[src/rtl/cpu_clock_gen_pkg.sv]
package cpu_clock_gen_pkg;

  // Look-ahead decodes from the counter control to the output datapath,
  // describing the state that the next clock edge will enter.
  typedef struct packed {
    logic phaseHigh;   // next period position is in the high half
    logic refreshWin;  // next period index lies in the refresh window
  } phaseStrobes_t;

endpackage

[src/rtl/cpu_clock_ctrl.sv]
module cpu_clock_ctrl
  import cpu_clock_gen_pkg::*;
#(
  parameter int DIV       = 14,
  parameter int LINE      = 65,
  parameter int REF_LEN   = 4,
  parameter int REF_START = LINE - REF_LEN
) (
  input  logic          clk,
  input  logic          rst,
  output phaseStrobes_t strobes
);

  localparam int DW       = $clog2(DIV);
  localparam int HW       = $clog2(LINE);
  localparam int HALF     = DIV / 2;
  localparam int REF_LAST = REF_START + REF_LEN - 1;

  localparam logic [DW-1:0] DIV_LAST = DW'(DIV - 1);
  localparam logic [DW-1:0] HIGH_AT  = DW'(HALF);
  localparam logic [HW-1:0] LINE_LAST = HW'(LINE - 1);
  localparam logic [HW-1:0] WIN_LO   = HW'(REF_START);
  localparam logic [HW-1:0] WIN_HI   = HW'(REF_LAST);

  logic [DW-1:0] divCnt, divNxt;
  logic [HW-1:0] hCnt, hNxt;
  logic          periodEnd;

  always_comb begin
    periodEnd = (divCnt == DIV_LAST);
    divNxt    = periodEnd ? '0 : divCnt + 1'b1;
    if (periodEnd) begin
      hNxt = (hCnt == LINE_LAST) ? '0 : hCnt + 1'b1;
    end else begin
      hNxt = hCnt;
    end
    strobes.phaseHigh  = (divNxt >= HIGH_AT);
    strobes.refreshWin = (hNxt >= WIN_LO) && (hNxt <= WIN_HI);
  end

  // Reset parks both counters on their last value so that the first edge
  // after release wraps them to period 0, position 0.
  always_ff @(posedge clk) begin
    if (rst) begin
      divCnt <= DIV_LAST;
      hCnt   <= LINE_LAST;
    end else begin
      divCnt <= divNxt;
      hCnt   <= hNxt;
    end
  end


  div_range_chk: assert property (@(posedge clk) disable iff (rst)
    divCnt <= DIV_LAST);


  line_range_chk: assert property (@(posedge clk) disable iff (rst)
    hCnt <= LINE_LAST);


  div_step_chk: assert property (@(posedge clk) disable iff (rst)
    (divCnt != DIV_LAST) |=> (divCnt != '0));

endmodule

[src/rtl/cpu_clock_dp.sv]
module cpu_clock_dp
  import cpu_clock_gen_pkg::*;
#(
  parameter bit DMA_RELEASE = 1'b0
) (
  input  logic          clk,
  input  logic          rst,
  input  logic          dmaReq,
  input  phaseStrobes_t strobes,
  output logic          pixEn,
  output logic          phi0,
  output logic          phi0Rise,
  output logic          phi0Fall,
  output logic          phi0Oe,
  output logic          refreshActive
);

  logic dmaBlock;
  logic gateOpen;
  logic phiNxt;
  logic oeNxt;

  // The DMA variant picks both the force-low path and the output-enable.
  generate
    if (DMA_RELEASE) begin : g_release
      always_comb begin
        dmaBlock = 1'b0;
        oeNxt    = ~dmaReq;
      end
    end else begin : g_force_low
      always_comb begin
        dmaBlock = dmaReq;
        oeNxt    = 1'b1;
      end
    end
  endgenerate

  always_comb begin
    gateOpen = ~strobes.refreshWin & ~dmaBlock;
    phiNxt   = strobes.phaseHigh & gateOpen;
  end

  always_ff @(posedge clk) begin
    if (rst) begin
      phi0          <= 1'b0;
      phi0Rise      <= 1'b0;
      phi0Fall      <= 1'b0;
      pixEn         <= 1'b0;
      refreshActive <= 1'b0;
      phi0Oe        <= 1'b1;
    end else begin
      phi0          <= phiNxt;
      phi0Rise      <= phiNxt & ~phi0;
      phi0Fall      <= ~phiNxt & phi0;
      pixEn         <= ~pixEn;
      refreshActive <= strobes.refreshWin;
      phi0Oe        <= oeNxt;
    end
  end


  pix_alt_chk: assert property (@(posedge clk) disable iff (rst)
    pixEn |=> !pixEn);


  no_rise_in_refresh_chk: assert property (@(posedge clk) disable iff (rst)
    refreshActive |-> !phi0);


  rise_single_chk: assert property (@(posedge clk) disable iff (rst)
    phi0Rise |=> !phi0Rise);


  strobe_excl_chk: assert property (@(posedge clk) disable iff (rst)
    !(phi0Rise && phi0Fall));

  generate
    if (DMA_RELEASE) begin : g_chk_release

      dma_release_chk: assert property (@(posedge clk) disable iff (rst)
        dmaReq |=> !phi0Oe);
    end else begin : g_chk_force

      dma_force_chk: assert property (@(posedge clk) disable iff (rst)
        dmaReq |=> (!phi0 && phi0Oe));
    end
  endgenerate

endmodule

[src/rtl/cpu_clock_gen.sv]
module cpu_clock_gen
  import cpu_clock_gen_pkg::*;
#(
  parameter int DIV         = 14,
  parameter int LINE        = 65,
  parameter int REF_LEN     = 4,
  parameter int REF_START   = LINE - REF_LEN,
  parameter bit DMA_RELEASE = 1'b0
) (
  input  logic clk,
  input  logic rst,
  input  logic dmaReq,
  output logic pixEn,
  output logic phi0,
  output logic phi0Rise,
  output logic phi0Fall,
  output logic phi0Oe,
  output logic refreshActive
);

  phaseStrobes_t strobes;

  cpu_clock_ctrl #(
    .DIV      (DIV),
    .LINE     (LINE),
    .REF_LEN  (REF_LEN),
    .REF_START(REF_START)
  ) u_ctrl (
    .clk    (clk),
    .rst    (rst),
    .strobes(strobes)
  );

  cpu_clock_dp #(
    .DMA_RELEASE(DMA_RELEASE)
  ) u_dp (
    .clk          (clk),
    .rst          (rst),
    .dmaReq       (dmaReq),
    .strobes      (strobes),
    .pixEn        (pixEn),
    .phi0         (phi0),
    .phi0Rise     (phi0Rise),
    .phi0Fall     (phi0Fall),
    .phi0Oe       (phi0Oe),
    .refreshActive(refreshActive)
  );

endmodule

[config.mk]
export PLATFORM = sky130hd
export DESIGN_NAME = cpu_clock_gen
export DESIGN_NICKNAME = d
export VERILOG_FILES = /design/src/rtl/cpu_clock_gen_pkg.sv /design/src/rtl/cpu_clock_ctrl.sv /design/src/rtl/cpu_clock_dp.sv /design/src/rtl/cpu_clock_gen.sv
export SDC_FILE = /design/constraint.sdc
export NUM_CORES = 1
export LEC_CHECK = 0
export BUFFER_PORTS_ARGS = -buffer_cell sky130_fd_sc_hd__buf_2
export CAP_MARGIN = 5
export CORE_MARGIN = 4
export CORE_UTILIZATION = 55
export CTS_CLUSTER_DIAMETER = 120
export CTS_CLUSTER_SIZE = 28
export DETAILED_ROUTE_END_ITERATION = 6
export GPL_TIMING_DRIVEN = 0
export PLACE_DENSITY = 0.75
export SYNTH_ARGS = -nofsm -noshare
export SYNTH_HDL_FRONTEND = slang
export SYNTH_HIERARCHICAL = 1
export SYNTH_SLANG_ARGS = --single-unit
[constraint.sdc]
create_clock -name clk -period 2.6 [get_ports clk]
set_input_delay 0.13 -clock clk [delete_from_list [all_inputs] [get_ports clk]]
set_output_delay 0.13 -clock clk [all_outputs]
set_load 0.005 [all_outputs]
==> flow_metrics.py <==
metrics = {
    "clock_tree": {
        "clk_path_buf_depth": 2,
        "cts-hold-fix-buffers": 0,
        "cts_sinks": 16,
        "clkTransAtPathRegs_ps": 90,
        "post_cts_resize_count": 0,
        "cts_setup_buffers": 0,
        "cts_buffers": 3,
        "htreeDepth": 1,
        "insertion_delay_ps": 280,
        "clockRootBuffer": "clkbuf_4",
        "cts_tree": "done",
    },
    "timing": {
        "hold_viol": 0,
        "fin_ws_ps": 339,
        "skew_ps": 2.55,
        "rsz0062_at_grt": "false",
        "fmax_mhz": 442,
        "finalSetupTns_ps": 0,
        "drv_slew": 0,
        "whs_ps": 53.0,
        "setup_viol": 0,
        "period_share": 0.869,
        "period_minus_slack_ps": 2260,
    },
    "synth": {
        "synth-edff-count": 0,
        "yosys-top-cells-count": "dfxtp_1 (16), nor2_1 (10), nand2_1 (9)",
        "synth_area_um2": 866,
        "synth_seq_cells": 16,
        "synth_area_leaders": "dfxtp_1 (37%), buf_6 (5.2%), nor2_1 (4.3%)",
        "ys_warn_count": 6,
        "ys_seq_area_frac": 0.370,
        "postSynthAreaPerCell_um2": 8.93,
        "yosysTopAreaCellShare": 0.370,
        "synth.most_common_cell": "dfxtp_1",
        "synth_ff_type": "dfxtp_1",
        "netlist_instances": 97,
        "async_reset_ff_frac": 0,
        "synth_fp_nets": 102,
        "yosys.area.top_type": "dfxtp_1",
        "synth_cell_types": 42,
    },
    "route": {
        "initialDrtViolationCount": 27,
        "via_per_inst": 5.67,
        "vias": 703,
        "drc": 0,
        "antenna_left": 0,
        "first_pass_iters": 4,
        "drt_wl_total_um": 1560,
        "wl_per_cell_um": 12.6,
    },
    "outcome": {
        "status": "finished clean",
    },
    "die": {
        "io_pins": 9,
        "floorplan.die.height_um": 47.7,
        "die_area_mm2": 0.00227,
        "start_util": 0.582,
        "fp.dieW_um": 47.7,
        "core_area_mm2": 0.00149,
        "num_rows": 14,
    },
    "global_route": {
        "grt_pass1_vias": 637,
        "overflow": 0,
        "gr-usage-all-layers": 0.168,
        "grt_start_max_net_pins": 11,
        "grt_pass1_wl_um": 2700,
        "antenna_found_initial": 0,
    },
    "pwr": {
        "pwr_density_cell_mw_per_mm2": 598,
        "leakagePower_nw": 0.383,
        "ir_worst_vdd_mv": 0.344,
    },
    "cells_and_area": {
        "area_growth_pct": 10.5,
        "fin_util": 0.643,
        "nNetsFinal": 114,
        "n_antenna_cell": 0,
        "drive_gt1_frac": 0.222,
        "nFillCells": 141,
        "finalNonFillerCells": 124,
    },
    "critical_path": {
        "reg2reg_slack_ps": 340,
        "cp-start-kind": "register",
        "critPathBufInv": 1,
        "cp_data_required_time_ps": 2780,
        "crit_family": "simple AND/OR/NAND/NOR gates",
        "cp_num_cells": 9,
        "cp_slowest_cell": "dfxtp_1",
        "worstSetupPathType": "register to register",
        "crit_fanout": 6,
        "cpPeakStageDelay_ps": 420,
        "cp-end-kind": "register",
        "crit_path_cell_trace": "inv_1, ha_1, and4bb_2, a2bb2oi_1, o22ai_1, or3_1, o22ai_2, nor4b_4, and2b_2",
        "ff2ff_path_depth": 9,
        "critPathArrivalTime_ps": 2440,
    },
    "placed_design": {
        "dp_slack_ps": 368,
        "dpl.cell_count": 120,
        "routabilityCongestion": 0.879,
        "io_buffers": 7,
        "hpwl_um": 1160,
    },
    "worst_hold_path": {
        "hold_depth": 2,
        "hold_path.class": "input port to register",
    },
    "flow_run": {
        "maxCapViolCount": 0,
    },
}
==> through the flow <==
stage	total power [mW]	area (um^2)
global route	0.608	957
detailed placement	0.418	921
finish	0.572	957
floorplan	0.388	866
CTS	0.580	957
global placement	0.415	921
==> path summary, 6_finish.rpt <==
check | end | startpoint
hold reg to reg | u_dp/pixEn | u_dp/pixEn
hold / removal | u_dp/phi0 | dmaReq
setup reg to reg | u_dp/phi0Rise | u_ctrl/hCnt[0]
setup / recovery | u_dp/phi0Rise | u_ctrl/hCnt[0]
==> sequential cells by signal (all words and copies together), names as in the netlist <==
signal              flops
u_ctrl/divCnt           4
u_ctrl/hCnt             7
u_dp/phi0               1
u_dp/phi0Fall           1
u_dp/phi0Rise           1
u_dp/pixEn              1
u_dp/refreshActive      1
==> cells in the final DEF, fill, tap and decap left out, types with 2 or more instances in the layout <==
| cell type | instances |
|---|---|
| dfxtp_1 | 16 |
| nor2_1 | 10 |
| nand2_1 | 9 |
| buf_2 | 8 |
| a21oi_1 | 6 |
| inv_1 | 4 |
| buf_6 | 4 |
| clkbuf_4 | 3 |
| nand3_1 | 3 |
| o21ai_0 | 3 |
| nor3_1 | 2 |
| xor2_1 | 2 |
| or3_1 | 2 |
| nand4_1 | 2 |
| a211o_1 | 2 |
| nand2b_1 | 2 |
| nor2b_1 | 2 |
| ha_1 | 2 |
==> metal layers <==
metal,wire length (um),vias up,part of all wire,global-route usage
li1,-,362,-,-
met1,692,326,0.44,0.212
met2,793,13,0.51,0.281
met3,64,2,0.041,0.0338
met4,10,0,0.0064,0.0645
met5,0,-,0,0
==> cell families (layout without fill, tap and decap cells) <==
group / after synthesis / in the layout / synth area share
XOR/XNOR: 3 / 3 / 0.0304
adder cells (fa/ha/maj): 2 / 2 / 0.0289
other: 1 / 1 / 0.00433
buffers and inverters: 11 / 22 / 0.0881
AO/OA/AOI/OAI: 22 / 22 / 0.179
multiplexers: 1 / 1 / 0.0116
AND/OR/NAND/NOR: 41 / 41 / 0.288
flip-flops: 16 / 16 / 0.370
==> report_power, final <==
group	internal (mW)	leakage (nW)	switching, mW
registers	0.265	0.131	0.0142
clock network	0.0851	0.0210	0.0738
logic	0.0674	0.231	0.0674
total	0.417	0.383	0.155
==> area by class of cell <==
type | instances | area [um^2] | area share
multi-input cells | 70 | 469 | 0.490
flip-flops and latches | 16 | 320 | 0.335
plain buffers | 7 | 61.3 | 0.0641
clock buffers | 4 | 36.3 | 0.0379
repair buffers | 7 | 35.0 | 0.0366
well taps | 16 | 20.0 | 0.0209
inverters | 4 | 15.0 | 0.0157
Note: power is estimated with default switching activity, not from simulation.
